$ cat config.mk
export PLATFORM = sky130hd
export DESIGN_NAME = dual_edge_counter
export DESIGN_NICKNAME = d
export VERILOG_FILES = /design/src/rtl/dec_pkg.sv /design/src/rtl/dec_step.sv /design/src/rtl/dec_bank.sv /design/src/rtl/dual_edge_counter.sv
export SDC_FILE = /design/constraint.sdc
export NUM_CORES = 1
export LEC_CHECK = 0
export BUFFER_PORTS_ARGS = -buffer_cell sky130_fd_sc_hd__buf_2
export CORE_AREA = 2 2 39 41
export DETAILED_ROUTE_END_ITERATION = 8
export DIE_AREA = 0 0 41 43
export HOLD_SLACK_MARGIN = 0.03
export SLEW_MARGIN = 0
export SYNTH_ARGS = -nofsm -noshare
export SYNTH_HDL_FRONTEND = slang
export SYNTH_SLANG_ARGS = --single-unit
$ cat constraint.sdc
create_clock -name clk_i -period 3.27 [get_ports clk_i]
set_clock_uncertainty 0.1 [all_clocks]
set_input_delay 0.654 -clock clk_i [delete_from_list [all_inputs] [get_ports clk_i]]
set_output_delay 0.654 -clock clk_i [all_outputs]
set_load 0.02 [all_outputs]
$ cat src/rtl/dec_pkg.sv
package dec_pkg;

  // Which clock edge writes a storage bank.
  typedef enum logic {
    EDGE_RISE = 1'b0,
    EDGE_FALL = 1'b1
  } edge_sel_e;

  // Smallest supported counter width.
  localparam int unsigned MIN_WIDTH = 2;

endpackage

$ cat src/rtl/dec_step.sv
// Computes the value the combined count must reach after the next edge.
module dec_step #(
  parameter int unsigned W = 4
) (
  input  logic [W-1:0] count_i,
  input  logic         en_i,
  output logic [W-1:0] target_o
);

  localparam logic [W-1:0] ONE = {{(W-1){1'b0}}, 1'b1};

  always_comb begin
    if (en_i) begin
      target_o = count_i + ONE;   // wraps modulo 2^W
    end else begin
      target_o = count_i;         // hold
    end
  end

endmodule

$ cat src/rtl/dec_bank.sv
// One bank of ordinary single-edge flops; the parameter picks the edge.
module dec_bank #(
  parameter int unsigned        W    = 4,
  parameter dec_pkg::edge_sel_e EDGE = dec_pkg::EDGE_RISE
) (
  input  logic         clk_i,
  input  logic         rst_ni,
  input  logic [W-1:0] d_i,
  output logic [W-1:0] q_o
);

  logic [W-1:0] q_r;

  generate
    if (EDGE == dec_pkg::EDGE_RISE) begin : g_rise
      always_ff @(posedge clk_i or negedge rst_ni) begin
        if (!rst_ni) begin
          q_r <= '0;
        end else begin
          q_r <= d_i;
        end
      end
    end else begin : g_fall
      always_ff @(negedge clk_i or negedge rst_ni) begin
        if (!rst_ni) begin
          q_r <= '0;
        end else begin
          q_r <= d_i;
        end
      end
    end
  endgenerate

  assign q_o = q_r;

endmodule

$ cat src/rtl/dual_edge_counter.sv
module dual_edge_counter #(
  parameter int unsigned WIDTH = 4
) (
  input  logic             clk_i,
  input  logic             rst_ni,
  input  logic             en_i,
  output logic [WIDTH-1:0] count_o
);

  localparam logic [WIDTH-1:0] ONE = {{(WIDTH-1){1'b0}}, 1'b1};

  logic [WIDTH-1:0] rise_q;
  logic [WIDTH-1:0] fall_q;
  logic [WIDTH-1:0] count;
  logic [WIDTH-1:0] target;
  logic [WIDTH-1:0] rise_d;
  logic [WIDTH-1:0] fall_d;

  // the true count is rebuilt from both banks.
  assign count   = rise_q ^ fall_q;
  assign count_o = count;

  // Increment path fed from the combined value.
  dec_step #(.W(WIDTH)) u_step (
    .count_i  (count),
    .en_i     (en_i),
    .target_o (target)
  );

  // Next-state: each bank stores target masked by the idle bank.
  always_comb begin
    rise_d = target ^ fall_q;
    fall_d = target ^ rise_q;
  end

  dec_bank #(.W(WIDTH), .EDGE(dec_pkg::EDGE_RISE)) u_rise_bank (
    .clk_i  (clk_i),
    .rst_ni (rst_ni),
    .d_i    (rise_d),
    .q_o    (rise_q)
  );

  dec_bank #(.W(WIDTH), .EDGE(dec_pkg::EDGE_FALL)) u_fall_bank (
    .clk_i  (clk_i),
    .rst_ni (rst_ni),
    .d_i    (fall_d),
    .q_o    (fall_q)
  );

  // ---------------------------------------------------------------
  // Assertion support: pre-edge count and enable seen at each edge.
  // ---------------------------------------------------------------
  logic [WIDTH-1:0] ck_pos_cnt_r;
  logic             ck_pos_en_r;
  logic             ck_pos_vld_r;
  logic [WIDTH-1:0] ck_neg_cnt_r;
  logic             ck_neg_en_r;
  logic             ck_neg_vld_r;

  always_ff @(posedge clk_i or negedge rst_ni) begin
    if (!rst_ni) begin
      ck_pos_cnt_r <= '0;
      ck_pos_en_r  <= 1'b0;
      ck_pos_vld_r <= 1'b0;
    end else begin
      ck_pos_cnt_r <= count;
      ck_pos_en_r  <= en_i;
      ck_pos_vld_r <= 1'b1;
    end
  end

  always_ff @(negedge clk_i or negedge rst_ni) begin
    if (!rst_ni) begin
      ck_neg_cnt_r <= '0;
      ck_neg_en_r  <= 1'b0;
      ck_neg_vld_r <= 1'b0;
    end else begin
      ck_neg_cnt_r <= count;
      ck_neg_en_r  <= en_i;
      ck_neg_vld_r <= 1'b1;
    end
  end

  // seen at the falling edge, the count equals the value before
  // the last rising edge plus the enable sampled there.
  a_r1_rise_step : assert property (@(negedge clk_i) disable iff (!rst_ni)
    ck_pos_vld_r |-> (count_o == ck_pos_cnt_r + (ck_pos_en_r ? ONE : '0)));

  // mirror check across a falling edge.
  a_r2_fall_step : assert property (@(posedge clk_i) disable iff (!rst_ni)
    ck_neg_vld_r |-> (count_o == ck_neg_cnt_r + (ck_neg_en_r ? ONE : '0)));

  // a disabled edge leaves the count where it was.
  a_r4_hold : assert property (@(negedge clk_i) disable iff (!rst_ni)
    (ck_pos_vld_r && !ck_pos_en_r) |-> (count_o == ck_pos_cnt_r));

  // reset held across an edge leaves the count at zero. This property
  // is about reset itself, so it cannot be disabled by it.
  a_r6_reset_zero : assert property (@(posedge clk_i)
    (rst_ni === 1'b0) |-> (count_o == '0));

endmodule

==> reports/results.tsv, run 1 <==
metric	value	unit
Worst Path Max Fanout	2	
Util after Layout	0.417	
final net count	54	
Hold Fails Final Rpt	0	
post-synthesis cell count	29	
Post-Route WL	714	um
clock root buffer master	clkbuf_4	
Avg Cell Area, Syn	12.6	um^2
Initial Util	0.264	
Critical Path Source Type	register	
IO buf count	6	
Worst-Margin Slew	0.270	ns
Critical R2R Launch	u_rise_bank.q_o[1]	
failing checks	negative setup slack	
Mapped Nets	33	
Tightest Hold Check Type	in -> async	
CTS clk-pin slew, worst paths	0.05	ns
total number of vias	274	
synthesized flop and latch total	8	
Setup crit end kind	output port	
initial antenna violation count	0	
post-DP HPWL	410	um
post-synth cell types	10	
Clock Sinks	8	
chip width	41	um
placed cell count	52	
WS Path Type	reg -> out	
Ys Warns	0	
die footprint	1760	um^2
Layout Cells excl Fill	64	
synthesized area	365	um^2
DR DRC count	0	
endpoints failing setup	4	
sequential share of the synthesized area	0.548	
RSZ-0062 raised after global routing	yes	
Routed WL per cell	11.2	um
die height	43	um
R2R setup slack	0	ns
gr ovfl total	0	
most frequent cells in the layout	buf_4, xnor2_1, xor2_1, dfrtn_1, dfrtp_1	
Routed Antenna Nets	0	
CTS Buffer Depth	2	
share of cells above drive strength 1	0.521	
status	complete, but fails checks	
initial DRC count	1	
global-route wire length before repair	1090	um
Std-Cell Rows	14	
filler cell count in the final layout	152	
setup ws final	-0.144	ns
Ports	7	
diode count	0	
Synth-to-Final Area Change	57.9	%
worst flop-to-flop path endpoint	u_fall_bank.q_o[1]	
fin. max-slew vios	0	
CP arrival	2.66	ns
htree depth	1	
post-DR vias/cell	4.28	
clock latency at the later pin of the worst-skew pair	0.26	ns
core area	1380	um^2
leading cell type in the layout, fill and taps excluded	buf_4	
Slew Limit Headroom	0.820	
CTS tree	yes	
detailed-router iteration count before antenna repair	4	
vias in the first global route	296	
r2r worst-path depth	6	
routability cong.	0.654	
Max-Cap Viols	0	
Num CTS Buffers	3	
GRT Overall Usage	0.103	
largest net degree at the start of global routing	9	
Worst EP required	2.52	ns
## synth_stat cells
library cell,n,area share
xor2_1,7,0.17
xnor2_1,6,0.14
dfrtn_1,4,0.27
dfrtp_1,4,0.27
a21oi_1,2,0.027
nor2_1,2,0.021
buf_2,1,0.014
ha_1,1,0.034
nand2_1,1,0.010
nand4_2,1,0.034
## routing by layer
metal / share of wire / wire length [um] / global-route usage
met3: 0.064 / 46 / 0.0785
met2: 0.59 / 418 / 0.175
met1: 0.35 / 249 / 0.0828
met5: 0 / 0 / 0
met4: 0 / 0 / 0.0400
## registers in the layout, summed over array words and instances (netlist names)
name	flops
u_rise_bank.q_o	4
u_fall_bank.q_o	4
## cells by family after synthesis
| group | share of synthesized area |
|---|---|
| and+or+nand+nor | 0.0651 |
| xor gates and xnor gates | 0.312 |
| DFF | 0.548 |
| buffers and inverters | 0.0137 |
| adders and majority gates | 0.0342 |
| AOI/OAI and AO/OA | 0.0274 |
## area by class of cell
type | count | area, um^2 | area share
tap | 16 | 20.0 | 0.0347
sequential | 8 | 200 | 0.347
clock buffer | 3 | 22.5 | 0.0390
timing repair buffer | 17 | 130 | 0.226
multi-input combinational | 20 | 204 | 0.354
## worst max path at each step
stage / start / end / slack, ns
detailed placement: u_fall_bank.q_o[1] / count_o[1] / 0.07
finish: u_fall_bank.q_o[2] / count_o[2] / -0.14
global route: u_fall_bank.q_o[2] / count_o[2] / -0.20
floorplan: u_fall_bank.q_o[2] / count_o[2] / 0.04
CTS: u_fall_bank.q_o[1] / count_o[1] / -0.15
global placement: u_fall_bank.q_o[1] / count_o[1] / 0.07
## stage by stage
step	cell area (um^2)	TNS, ns	hold WS, ns	worst slack (ns)
floorplan	373	0	0.258	0.0361
global placement	433	0	0.331	0.0711
detailed placement	433	0	0.335	0.0732
CTS	542	-0.511	0.137	-0.150
global route	577	-0.773	0.146	-0.203
finish	577	-0.451	0.138	-0.144
## worst max-delay path, stage by stage (launching register included)
cell and delay, ns:
dfrtn_1 0.44, xor2_2 0.19, buf_6 0.14
## timing repair
action / in CTS / in global routing
pin swaps: 2 / 4
hold buffers: 0 / 0
buffers inserted: 9 / 3
endpoints found under the setup margin: 4 / 8
gates resized for setup: 5 / 5
Power of run 1 is not shown: default switching activity piles up to over one toggle a cycle in this logic, so the estimate is an artifact.
==> inputs of run 2 (changes only) <==
--- a/config.mk
+++ b/config.mk
@@ -5,6 +5,7 @@
 export SDC_FILE = /design/constraint.sdc
 export NUM_CORES = 1
 export LEC_CHECK = 0
+export ABC_AREA = 1
 export BUFFER_PORTS_ARGS = -buffer_cell sky130_fd_sc_hd__buf_2
 export CORE_AREA = 2 2 39 41
 export DETAILED_ROUTE_END_ITERATION = 8
==> reports/results.tsv, run 2 <==
metric	value	unit	change
Hold Fails Final Rpt	0		unchanged
synthesized area	479	um^2	+31%
Worst EP required	2.52	ns	about the same
Initial Util	0.346		+0.0823
routability cong.	0.621		-5.0%
async set-or-reset flop fraction in the synthesized netlist	1.00		unchanged
filler cell count in the final layout	123		-19%
clock root buffer master	clkbuf_4		
Avg Cell Area, Syn	8.56	um^2	-32%
Tightest Hold Check Type	in -> async		
failing checks	negative setup slack		
Critical Path Source Type	register		
Num CTS Buffers	3		unchanged
routing usage on met3	0.0942		+0.0157
Worst Path Max Fanout	2		unchanged
XOR/XNOR Fraction of Synth Area	0.162		-0.150
Setup TNS	-0.556	ns	-0.105 ns
WS Path Type	reg -> out		
post-synthesis mux area share	0		unchanged
Synth top cells by count	nand2_1, inv_1, nand3_1, xor2_1		
GR met1 Demand/Resource	0.158		+0.0751
Post-Synth Simple-Gate Area	0.266		+0.201
most frequent cell after synthesis	nand2_1		
Routed WL per cell	10.5	um	-6.0%
post-synth cell types	14		+4
post-DR vias/cell	4.37		+2.0%
Ys Warns	0		unchanged
Ports	7		unchanged
clock latency at the later pin of the worst-skew pair	0.26	ns	about the same
CTS Buffer Depth	2		unchanged
diode count	0		unchanged
largest family of logic cells by synthesized area	simple AND/OR/NAND/NOR gates		
Synth top area share	0.209		-0.0651
Most Crowded Layer GR	met2		
setup ws final	-0.177	ns	-0.0333 ns
global-route wire length before repair	1590	um	+46%
Post-Route WL	996	um	+39%
ys flop type	dfrtp_1		
DR DRC count	0		unchanged
Routed Antenna Nets	0		unchanged
sequential share of the synthesized area	0.418		-0.130
synthesized flop and latch total	8		unchanged
source of the critical timing path	u_fall_bank.q_o[3]		
final net count	85		+57%
synth top area cells	dfrtn_1, dfrtp_1, xor2_1		
Critical R2R Launch	u_rise_bank.q_o[1]		
Hold-fix buffers, CTS	0		unchanged
Slew Limit Headroom	0.873		+0.0530
status	complete, but fails checks		
Setup crit end kind	output port		
RSZ-0062 raised after global routing	yes		
endpoints failing setup	4		unchanged
gr ovfl total	0		unchanged
leading cell type in the layout, fill and taps excluded	buf_4		
total number of vias	415		+51%
most frequent cells in the layout	buf_4, inv_2, nand2_1		
CP arrival	2.69	ns	+0.03 ns
Worst-Margin Slew	0.190	ns	-0.0802 ns
GRT Overall Usage	0.143		+0.0392
Synth Area in Adders	0.0261		-0.00814
GR Util met2	0.225		+0.0500
CTS tree	yes		
Util after Layout	0.520		+0.103
core area	1380	um^2	unchanged
EDFF count, synth	0		unchanged
die footprint	1760	um^2	unchanged
post-synthesis cell count	56		+93%
chip width	41	um	unchanged
post-DP HPWL	590	um	+44%
Mapped Nets	60		+82%
vias in the first global route	362		+22%
Worst path slowest cell	dfrtn_1		
initial DRC count	10		+9
area of the multi-input gates	264	um^2	+29%
Clock Sinks	8		unchanged
share of cells above drive strength 1	0.595		+0.0741
Synth area leader	dfrtn_1		
max incr delay on CP	0.46	ns	+0.02 ns
Std-Cell Rows	14		unchanged
fin. max-slew vios	0		unchanged
initial antenna violation count	0		unchanged
compound-cell area share of the yosys netlist	0.0183		-0.00912
Synth-to-Final Area Change	50.1	%	
detailed-router iteration count before antenna repair	5		+1
CTS clk-pin slew, worst paths	0.05	ns	about the same
die height	43	um	unchanged
Sequential Area	200	um^2	unchanged
Max-Cap Viols	0		unchanged
largest net degree at the start of global routing	9		unchanged
htree depth	1		unchanged
IO buf count	6		unchanged
crit path cell chain	xnor2_2 -> inv_2 -> buf_6		
## run 2: cell types whose count changed after synthesis, moves of 2 or more
cell     before  now
a21oi_1       2    0
inv_1         0   11
inv_2         0    3
nand2_1       1   12
nand2_2       0    3
nand3_1       0    6
nor2_1        2    0
nor2_4        0    2
xnor2_1       6    1
## run 2: path summary, 6_finish.rpt
check / to / slack, ns / cells after the start
min in group clk_i: u_rise_bank.q_o[0] / 0.40 / 1
worst min register to register: u_rise_bank.q_o[0] / 0.40 / 1
worst max-delay path: count_o[3] / -0.18 / 3
max in group asynchronous: u_fall_bank.q_o[3] / 1.22 / 1
worst max register to register: u_fall_bank.q_o[1] / 0.13 / 8
worst min-delay path: u_rise_bank.q_o[2] / 0.13 / 1
## run 2: critical path: cells and delay by family, from the launching register on
family / cells / cell delay, ns
DFF: 1 / 0.46
buffers and inverters: 2 / 0.19
xor gates and xnor gates: 1 / 0.15
## run 2: cell type report
cell class | instances | area share
flip-flops and latches | 8 | 0.278
clock buffers | 3 | 0.0313
well taps | 16 | 0.0278
inverters | 14 | 0.0730
multi-input cells | 34 | 0.367
repair buffers | 20 | 0.223
## run 2: kinds of logic (layout without fill, tap and decap cells)
group | after synthesis | in the layout
buf+inv | 14 | 37
simple gates | 24 | 24
flops | 8 | 8
compound gates | 1 | 1
xor+xnor | 8 | 8
fa+ha+maj | 1 | 1
## run 2: through the flow
stage | hold slack [ns] | area (um^2) | worst slack (ns) | std cells
floorplan | 0.258 | 479 | 0.0876 | 56
detailed placement | 0.334 | 552 | 0.0520 | 81
global placement | 0.318 | 552 | 0.0727 | 81
global route | 0.132 | 719 | -0.238 | 95
finish | 0.131 | 719 | -0.177 | 95
CTS | 0.132 | 674 | -0.170 | 92
## run 2: layer usage
| metal | vias to the layer above | wire (um) |
|---|---|---|
| met5 | - | 0 |
| met4 | 0 | 19 |
| met3 | 2 | 60 |
| met2 | 14 | 513 |
| met1 | 188 | 403 |
| li1 | 211 | - |
## run 2: timing repair
| action | 4_1_cts | 5_1_grt |
|---|---|---|
| buffers inserted | 8 | 3 |
| pin swaps | 3 | 5 |
| resized for setup | 15 | 7 |
| endpoints found under the setup margin | 4 | 7 |
| hold endpoints to repair | 0 | 0 |
Power of run 2 is left out for the same reason.
